### src/rtl/arb_pkg.sv
`timescale 1ns/1ps
package arb_pkg;
  localparam int CTL_MASK_LSB = 0;
  localparam int CTL_PARK_BIT = 4;
  localparam int CTL_WIDE_BIT = 6;

  typedef struct packed {
    logic       loadGrant;
    logic       parkIdle;
    logic [1:0] maskCode;
  } arbStrobe_t;
endpackage

### src/rtl/arb_datapath.sv
`timescale 1ns/1ps
module arb_datapath
  import arb_pkg::*;
#(
  parameter int NUM_MASTERS = 6,
  parameter int HOST_IDX    = 0,
  parameter int MASK_UNIT   = 16
) (
  input  logic                   clk,
  input  logic                   rstN,
  input  arbStrobe_t             strobe,
  input  logic [NUM_MASTERS-1:0] req,
  input  logic [NUM_MASTERS-1:0] retryHit,
  output logic [NUM_MASTERS-1:0] gnt,
  output logic [NUM_MASTERS-1:0] maskVec,
  output logic                   ownerReq,
  output logic                   ownerValid,
  output logic                   selfDrive
);
  localparam int IW = (NUM_MASTERS > 1) ? $clog2(NUM_MASTERS) : 1;
  localparam int CW = $clog2(4 * MASK_UNIT + 1);

  logic [CW-1:0] maskLimit;
  always_comb begin
    case (strobe.maskCode)
      2'd1:    maskLimit = CW'(MASK_UNIT);
      2'd2:    maskLimit = CW'(2 * MASK_UNIT);
      2'd3:    maskLimit = CW'(4 * MASK_UNIT);
      default: maskLimit = '0;
    endcase
  end

  // one hide counter per master; restarts on every retry
  for (genvar m = 0; m < NUM_MASTERS; m++) begin : g_mask
    logic [CW-1:0] holdCnt;
    always_ff @(posedge clk or negedge rstN) begin
      if (!rstN)                                   holdCnt <= '0;
      else if (retryHit[m] && maskLimit != '0)     holdCnt <= maskLimit;
      else if (holdCnt != '0)                      holdCnt <= holdCnt - 1'b1;
    end
    assign maskVec[m] = (holdCnt != '0);
  end

  logic [NUM_MASTERS-1:0] visReq;
  assign visReq = req & ~maskVec;

  logic [IW-1:0] lastIdx, ownerIdx, pickIdx;
  logic          pickFound;

  // rotating search starting just after the last winner
  always_comb begin
    int cand;
    pickFound = 1'b0;
    pickIdx   = '0;
    for (int k = 1; k <= NUM_MASTERS; k++) begin
      cand = (int'(lastIdx) + k) % NUM_MASTERS;
      if (!pickFound && visReq[cand]) begin
        pickFound = 1'b1;
        pickIdx   = IW'(cand);
      end
    end
  end

  always_ff @(posedge clk or negedge rstN) begin
    if (!rstN) begin
      ownerIdx   <= '0;
      ownerValid <= 1'b0;
      lastIdx    <= IW'(NUM_MASTERS - 1);
    end else if (strobe.loadGrant) begin
      if (pickFound) begin
        ownerIdx   <= pickIdx;
        ownerValid <= 1'b1;
        lastIdx    <= pickIdx;
      end else if (strobe.parkIdle) begin
        ownerIdx   <= IW'(HOST_IDX);
        ownerValid <= 1'b1;
      end else begin
        ownerValid <= 1'b0;
      end
    end
  end

  always_comb begin
    gnt = '0;
    if (ownerValid) gnt[ownerIdx] = 1'b1;
  end

  assign ownerReq  = req[ownerIdx];
  assign selfDrive = ~ownerValid;
endmodule

### src/rtl/arb_control.sv
`timescale 1ns/1ps
module arb_control
  import arb_pkg::*;
(
  input  logic       clk,
  input  logic       rstN,
  input  logic       ctrlWrEn,
  input  logic [7:0] ctrlWrData,
  input  logic       busFrame,
  input  logic       busIrdy,
  input  logic       busLock,
  input  logic       ownerReq,
  input  logic       ownerValid,
  output arbStrobe_t strobe,
  output logic       lockActive
);
  logic [1:0] maskCodeQ;
  logic       parkQ, wideLockQ;
  logic       unusedCtrlBits;
  assign unusedCtrlBits = ^{ctrlWrData[7], ctrlWrData[5], ctrlWrData[3:2]};

  always_ff @(posedge clk or negedge rstN) begin
    if (!rstN) begin
      maskCodeQ <= 2'b00;
      parkQ     <= 1'b0;
      wideLockQ <= 1'b0;
    end else if (ctrlWrEn) begin
      maskCodeQ <= ctrlWrData[CTL_MASK_LSB +: 2];
      parkQ     <= ctrlWrData[CTL_PARK_BIT];
      wideLockQ <= ctrlWrData[CTL_WIDE_BIT];
    end
  end

  logic busIdle, captureLock;
  assign busIdle     = ~busFrame & ~busIrdy;
  assign captureLock = wideLockQ & busLock & ownerValid & ~lockActive;

  always_ff @(posedge clk or negedge rstN) begin
    if (!rstN)                                  lockActive <= 1'b0;
    else if (captureLock)                       lockActive <= 1'b1;
    else if (lockActive && !busLock && busIdle) lockActive <= 1'b0;
  end

  always_comb begin
    strobe.loadGrant = ~lockActive & ~captureLock &
                       (busIdle | ~ownerValid | ~ownerReq);
    strobe.parkIdle  = parkQ;
    strobe.maskCode  = maskCodeQ;
  end
endmodule

### src/rtl/shared_bus_arbiter.sv
`timescale 1ns/1ps
module shared_bus_arbiter
  import arb_pkg::*;
#(
  parameter int NUM_MASTERS = 6,
  parameter int HOST_IDX    = 0,
  parameter int MASK_UNIT   = 16
) (
  input  logic                   clk,
  input  logic                   rstN,
  input  logic                   ctrlWrEn,
  input  logic [7:0]             ctrlWrData,
  input  logic                   busFrame,
  input  logic                   busIrdy,
  input  logic                   busLock,
  input  logic [NUM_MASTERS-1:0] req,
  input  logic [NUM_MASTERS-1:0] retryHit,
  output logic [NUM_MASTERS-1:0] gnt,
  output logic                   selfDrive
);
  arbStrobe_t             strobe;
  logic                   ownerReq, ownerValid, lockActive;
  logic [NUM_MASTERS-1:0] maskVec;

  arb_control i_ctl (
    .clk(clk), .rstN(rstN), .ctrlWrEn(ctrlWrEn), .ctrlWrData(ctrlWrData),
    .busFrame(busFrame), .busIrdy(busIrdy), .busLock(busLock),
    .ownerReq(ownerReq), .ownerValid(ownerValid),
    .strobe(strobe), .lockActive(lockActive)
  );

  arb_datapath #(
    .NUM_MASTERS(NUM_MASTERS), .HOST_IDX(HOST_IDX), .MASK_UNIT(MASK_UNIT)
  ) i_dp (
    .clk(clk), .rstN(rstN), .strobe(strobe), .req(req), .retryHit(retryHit),
    .gnt(gnt), .maskVec(maskVec), .ownerReq(ownerReq),
    .ownerValid(ownerValid), .selfDrive(selfDrive)
  );
endmodule

### config.mk
export PLATFORM = sky130hd
export DESIGN_NAME = shared_bus_arbiter
export DESIGN_NICKNAME = d
export VERILOG_FILES = /design/src/rtl/arb_pkg.sv /design/src/rtl/arb_datapath.sv /design/src/rtl/arb_control.sv /design/src/rtl/shared_bus_arbiter.sv
export SDC_FILE = /design/constraint.sdc
export NUM_CORES = 1
export LEC_CHECK = 0
export BUFFER_PORTS_ARGS = -buffer_cell sky130_fd_sc_hd__buf_4
export CAP_MARGIN = 20
export CORE_MARGIN = 1
export CORE_UTILIZATION = 35
export CTS_CLUSTER_SIZE = 28
export DETAILED_ROUTE_END_ITERATION = 12
export GPL_ROUTABILITY_DRIVEN = 0
export GPL_TIMING_DRIVEN = 0
export MAX_ROUTING_LAYER = met4
export SLEW_MARGIN = 20
export SYNTH_ARGS = -nofsm -noshare
export SYNTH_HDL_FRONTEND = slang
export SYNTH_SLANG_ARGS = --single-unit
### constraint.sdc
create_clock -name clk -period 5.7 [get_ports clk]
set_input_delay 0.57 -clock clk [delete_from_list [all_inputs] [get_ports clk]]
set_output_delay 0.57 -clock clk [all_outputs]
set_load 0.02 [all_outputs]
# == Word level (Yosys, flattened, before mapping) ==
# Cells that the tools add are included.
# classes
addsub,12
mul,0
div_mod_pow,6
n_lt_le_gt_ge,8
n_eq_ne,3
shift,0
n_mux,54
bitwise_logic,16
n_reduce_logical,37
# ops
cell,count
$lt A32 B5 Y1 const B,6
$mod A32 B4 Y32 const B,6
$mux W7,12
$reduce_bool A7 Y1,7
$sub A7 B1 Y7 const B,6
$mux W1,24
$mux W3,8
$bmux W1 S3,7
$pmux W7 S3,1
$reduce_bool A2 Y1,8
$logic_and A1 B1 Y1,14
$add A3 B3 Y4 const B,3
$add A3 B2 Y4 const B,2
$and A1 B1 Y1,6
$and A6 B6 Y6,1
$logic_not A1 Y1,6
$mux W6,1
$not A1 Y1,6
$not A6 Y6,1
$add A3 B1 Y4 const B,1
$eq A2 B2 Y1 const B,2
$lt A3 B4 Y1 const B,1
$reduce_and A2 Y1,2
$demux W1 S3,1
3 further kinds,4
# word_totals
register_bits,54
latch_bits,0
mem_bits_rw,0
rom_bits,0
in_bits,26
output_inout_bits,7
word_cells,149
memories,0

# == Logic depth before layout (Yosys ltp) ==
# logic_depth
depth_word,24
mapped_depth,15
depth_no_buf,14

# == Modules after synthesis ==
# A second synthesis with hierarchy kept.
# unflattened
cells_unflattened,437
hier_area_um2,3776.1
# modules_own_cells
mod,n_inst,cells_per_inst,area_each_um2
arb_datapath,1,421,3560.9
arb_control,1,16,215.2

# == Worst setup path after synthesis ==
# Ideal clock, no wire load.
# synth_path
path_kind,register -> register
start,reg i_dp.lastIdx[2]
end,reg i_dp.ownerValid
setup_time_ps,133
arrival_time_ps,3397
required_ps,5567
slack_ps,2171
stages_incl_launch_ff,15
n_path_buf,1
synth_period_minus_slack_ps,3529
path_cell_list,dfstp_2 buf_2 inv_1 ha_1 nand2_1 nand2_1 ha_1 nor2b_1 a21oi_1 a211oi_2 mux2i_1 mux2_2 o41ai_2 a21boi_2 o21ai_0
# synth_between
elab_chain_cells,22
# synth_rtl
item,line,source
from (decl),arb_datapath.sv:47,"logic [IW-1:0] lastIdx, ownerIdx, pickIdx;"
from (signal assigned),arb_datapath.sv:68,lastIdx <= IW'(NUM_MASTERS - 1);
from (signal assigned),arb_datapath.sv:73,lastIdx <= pickIdx;
$add A3 B1 Y4,arb_datapath.sv:56,cand = (int'(lastIdx) + k) % NUM_MASTERS;
$mod A32 B4 Y32,arb_datapath.sv:56,
$bmux W1 S3,arb_datapath.sv:57,if (!pickFound && visReq[cand]) begin
$mux W1 (not written as such) (2 in a row),arb_datapath.sv:57,
$mux W1,arb_datapath.sv:57,
$logic_not A1 Y1,arb_datapath.sv:57,
$logic_and A1 B1 Y1,arb_datapath.sv:57,
$mux W1,arb_datapath.sv:57,
[5 not listed],n/a,
$mux W1,arb_datapath.sv:57,
$logic_not A1 Y1,arb_datapath.sv:57,
$logic_and A1 B1 Y1,arb_datapath.sv:57,
$mux W1,arb_datapath.sv:57,
$logic_not A1 Y1,arb_datapath.sv:57,
$logic_and A1 B1 Y1,arb_datapath.sv:57,
$mux W1 *,arb_datapath.sv:57,
$mux W1 *,arb_datapath.sv:70,if (pickFound) begin
to (signal assigned),arb_datapath.sv:72,ownerValid <= 1'b1;
to (signal assigned),arb_datapath.sv:76,ownerValid <= 1'b1;
to (signal assigned),arb_datapath.sv:78,ownerValid <= 1'b0;
to (decl),arb_datapath.sv:17,"output logic ownerValid,"
# Mark *: on every way between the ends. The rest lies on a longest branch, timed or not. The select of a mux whose other input is x is not followed.
# A chain may end at the register's enable or synchronous reset.

# == Final worst setup path ==
# Same ends and word-level chain as after synthesis.

==> flow_summary.toml <==
[outcome]
status = "finished clean"

[critical_path]
endpoint_kind = "flip-flop"
rr_worst_depth = 14
startpoint = "i_dp.lastIdx[2]"
reg2reg_to = "i_dp.ownerValid"
start_kind = "flip-flop"
critPathBufInv = 2
cp_max_fo = 7
worstPathRequired_ns = 5.89
r2r_slack_ns = 1.56
cp_slowest_cell = "dfstp_2"
cp.arrival_ns = 4.33
reg2reg_from = "i_dp.lastIdx[2]"
slowest_delay_ns = 0.60
crit_family = "compound AO/OA/AOI/OAI gates"
crit_chain = "buf_2, inv_1, ha_1, nand2_1, nand2_1, ha_1, nor2b_1, a21oi_1, a211oi_2, mux2i_1, mux2_2, o41ai_2, a21boi_2, o21ai_0"
critical_path_class = "flip-flop to flip-flop"

[synthesis]
yosys.area.top_type = "dfrtp_1"
synth_xor_area_share_pct = 4.088
ys_async_sr_fraction_pct = 100.0
synthFlopType = "dfrtp_1"
syn_inst = 450
synthTopCellsByArea = "dfrtp_1 34%, ha_1 5.9%, a21oi_1 5.8%"
ys_ff_latch = 54
synth-simple-area-share_pct = 26.42
synthesis.area_um2 = 3826
synth_edf_count = 0
ys_warn_count = 0
synth_top_family_by_area = "simple AND/OR/NAND/NOR gates"
synth_fp_nets = 494
netlist.area_leader.share_pct = 34.01
yosysMostFrequentCell = "dfrtp_1"
synthAdderAreaFrac_pct = 5.886
synth_mux_area_share_pct = 3.172
syn_avg_cell_area_um2 = 8.503
synth_compound_area_share_pct = 20.93
synthTopCellsByCount = "52 x dfrtp_1, 48 x nor2_1, 44 x a21oi_1"
synth-seq-area-share_pct = 35.38
synth_cell_type_count = 65

[min_path]
hold_class = "primary input to asynchronous set/reset pin"

[power_and_ir_drop]
power.total_w = 0.002276
p_leak_nw = 1.873
p_per_area_nw_per_um2 = 527.3
ir_worst_vdd_uv = 226.9

[global_route]
grt_pass1_vias = 3244
antenna_found_initial = 0
grt_pass1_wl_mm = 15.36
grt_max_degree = 55
grt_usage_pct = 17.25
overflow = 0

[clock_tree]
cts_tree = "done"
cts.sinks = 54
htreeDepth = 2
postCtsSetupBuffers = 0
numCtsBuffers = 5
ctsHoldBuffers = 0
cts_buffer_depth = 2
clk_pin_slew_ns = 0.10
clockRootBuffer = "clkbuf_8"
post_cts_resized = 0
clock_latency_ns = 0.31

[route]
first_pass_iters = 4
drc = 0
detail-route-antenna-nets = 0
drt-wirelength-per-cell_um = 14.78
routed-via-count = 3360
viasPerCell = 5.402
wirelength_mm = 9.191
drt_iter0_markers = 137

[cells_and_area]
drive_gt1_share_pct = 15.64
utilization_pct = 41.26
n_antenna_cell = 0
area_growth_syn_to_layout_pct = 12.82
fillers = 1090
layout.nets = 529
stdcell_count = 622

[timing]
fin_crit_ns = 4.137
rsz0062_at_grt = "false"
slew_headroom_pct = 37.64
fmax_mhz = 241.7
final-setup-viol-count = 0
finClkSkew_ns = 0.004606
finalCritPeriodShare_pct = 72.59
setup_tns_ns = 0
maxSlewViolCount = 0
tightest_slew_ns = 0.9225
final-hold-violation-count = 0

[placed_design]
io_buffer_count = 28
hpwlAfterDp_mm = 7.021
dp.cells = 614

[flow_run]
maxCapViolCount = 0

[floorplanning]
fp.dieArea_um2 = 11350
die_h_um = 106.6
core_area_um2 = 10460
dieWidth_um = 106.6
ios = 33
start_util_pct = 36.57
rows = 37
stage by stage:
step,hold slack [ns],cell area (um^2),setup slack [ns]
floorplan,0.2744,3826,2.171
global placement,0.5171,4207,1.694
detailed placement,0.5196,4207,1.610
CTS,0.3204,4317,1.561
global route,0.3507,4317,1.206
finish,0.2852,4317,1.563
layer usage:
| layer | routed length [um] | vias up | track usage (%) |
|---|---|---|---|
| met1 | 4414 | 1613 | 22.56 |
| met4 | 136 | 0 | 4.697 |
| met3 | 217 | 12 | 1.655 |
| met2 | 4423 | 46 | 28.57 |
| met5 | 0 | - | - |
| li1 | - | 1689 | - |
where the power goes:
| group | internal, W | switching [W] | total [W] |
|---|---|---|---|
| clock | 0.000131 | 0.000132 | 0.000264 |
| combinational | 0.000548 | 0.000760 | 0.00131 |
| sequential | 0.000542 | 0.000162 | 0.000704 |
| total | 0.00122 | 0.00105 | 0.00228 |
state kept, by name, indices dropped and copies added, names as in the netlist:
signal and flops:
i_dp.ownerIdx 3, i_dp.lastIdx 3, i_ctl.lockActive 1, i_ctl.wideLockQ 1, i_dp.ownerValid 1, i_dp.g_mask.holdCnt 42
i_ctl.maskCodeQ 2, i_ctl.parkQ 1
worst reg2reg max path, cell delays in order (launching register included):
cell	delay, ns
dfstp_2	0.60
buf_2	0.21
inv_1	0.14
ha_1	0.30
nand2_1	0.17
nand2_1	0.08
ha_1	0.29
nor2b_1	0.26
a21oi_1	0.16
a211oi_2	0.44
mux2i_1	0.12
mux2_2	0.33
o41ai_2	0.49
a21boi_2	0.32
o21ai_0	0.12
layout by cell type, fill, tap and decap left out, drive strengths merged, types with 3 or more instances in the layout:
cell and count:
nand3b 3, nor3b 4, dfrtp 52, nand3 13
xnor2 9, ha 18, clkbuf 10, nand4 7
inv 34, nand2 31, nor2b 6, a22oi 5
a21oi 45, xor2 8, a31o 3, nand2b 14
or4 3, buf 31, o21ai 24, mux2 7
and2 12, o31ai 5, or3 5, o22ai 3
nor2 48, a31oi 5, nor4 5, nor3 23
a211oi 14, or2 4
final cells by class:
type,instances,area (um^2),area share (%)
inverter,34,127.6,2.957
buffer,7,30.03,0.6957
multi-input combinational,355,2315,53.62
tap,136,170.2,3.942
sequential,54,1354,31.36
clock buffer,6,72.57,1.681
clock inverter,2,37.54,0.8696
timing repair buffer,28,210.2,4.870
cell families (layout without fill, tap and decap cells):
group | count (synthesis) | after routing
xor gates and xnor gates | 17 | 17
DFF | 54 | 54
and+or+nand+nor | 188 | 188
buffers and inverters | 41 | 77
adders and majority gates | 18 | 18
muxes | 10 | 10
AOI/OAI and AO/OA | 122 | 122
worst max-delay path by stage:
stage	endpoint	slack (ns)	depth (start not counted)
2_1_floorplan	i_dp.ownerValid	2.17	14
6_report	i_dp.ownerValid	1.56	14
3_3_place_gp	i_dp.lastIdx[1]	1.69	15
4_1_cts	i_dp.ownerValid	1.56	14
3_5_place_dp	i_dp.ownerValid	1.61	14
5_1_grt	i_dp.ownerValid	1.21	14
Power figures use the tool's default switching activity.
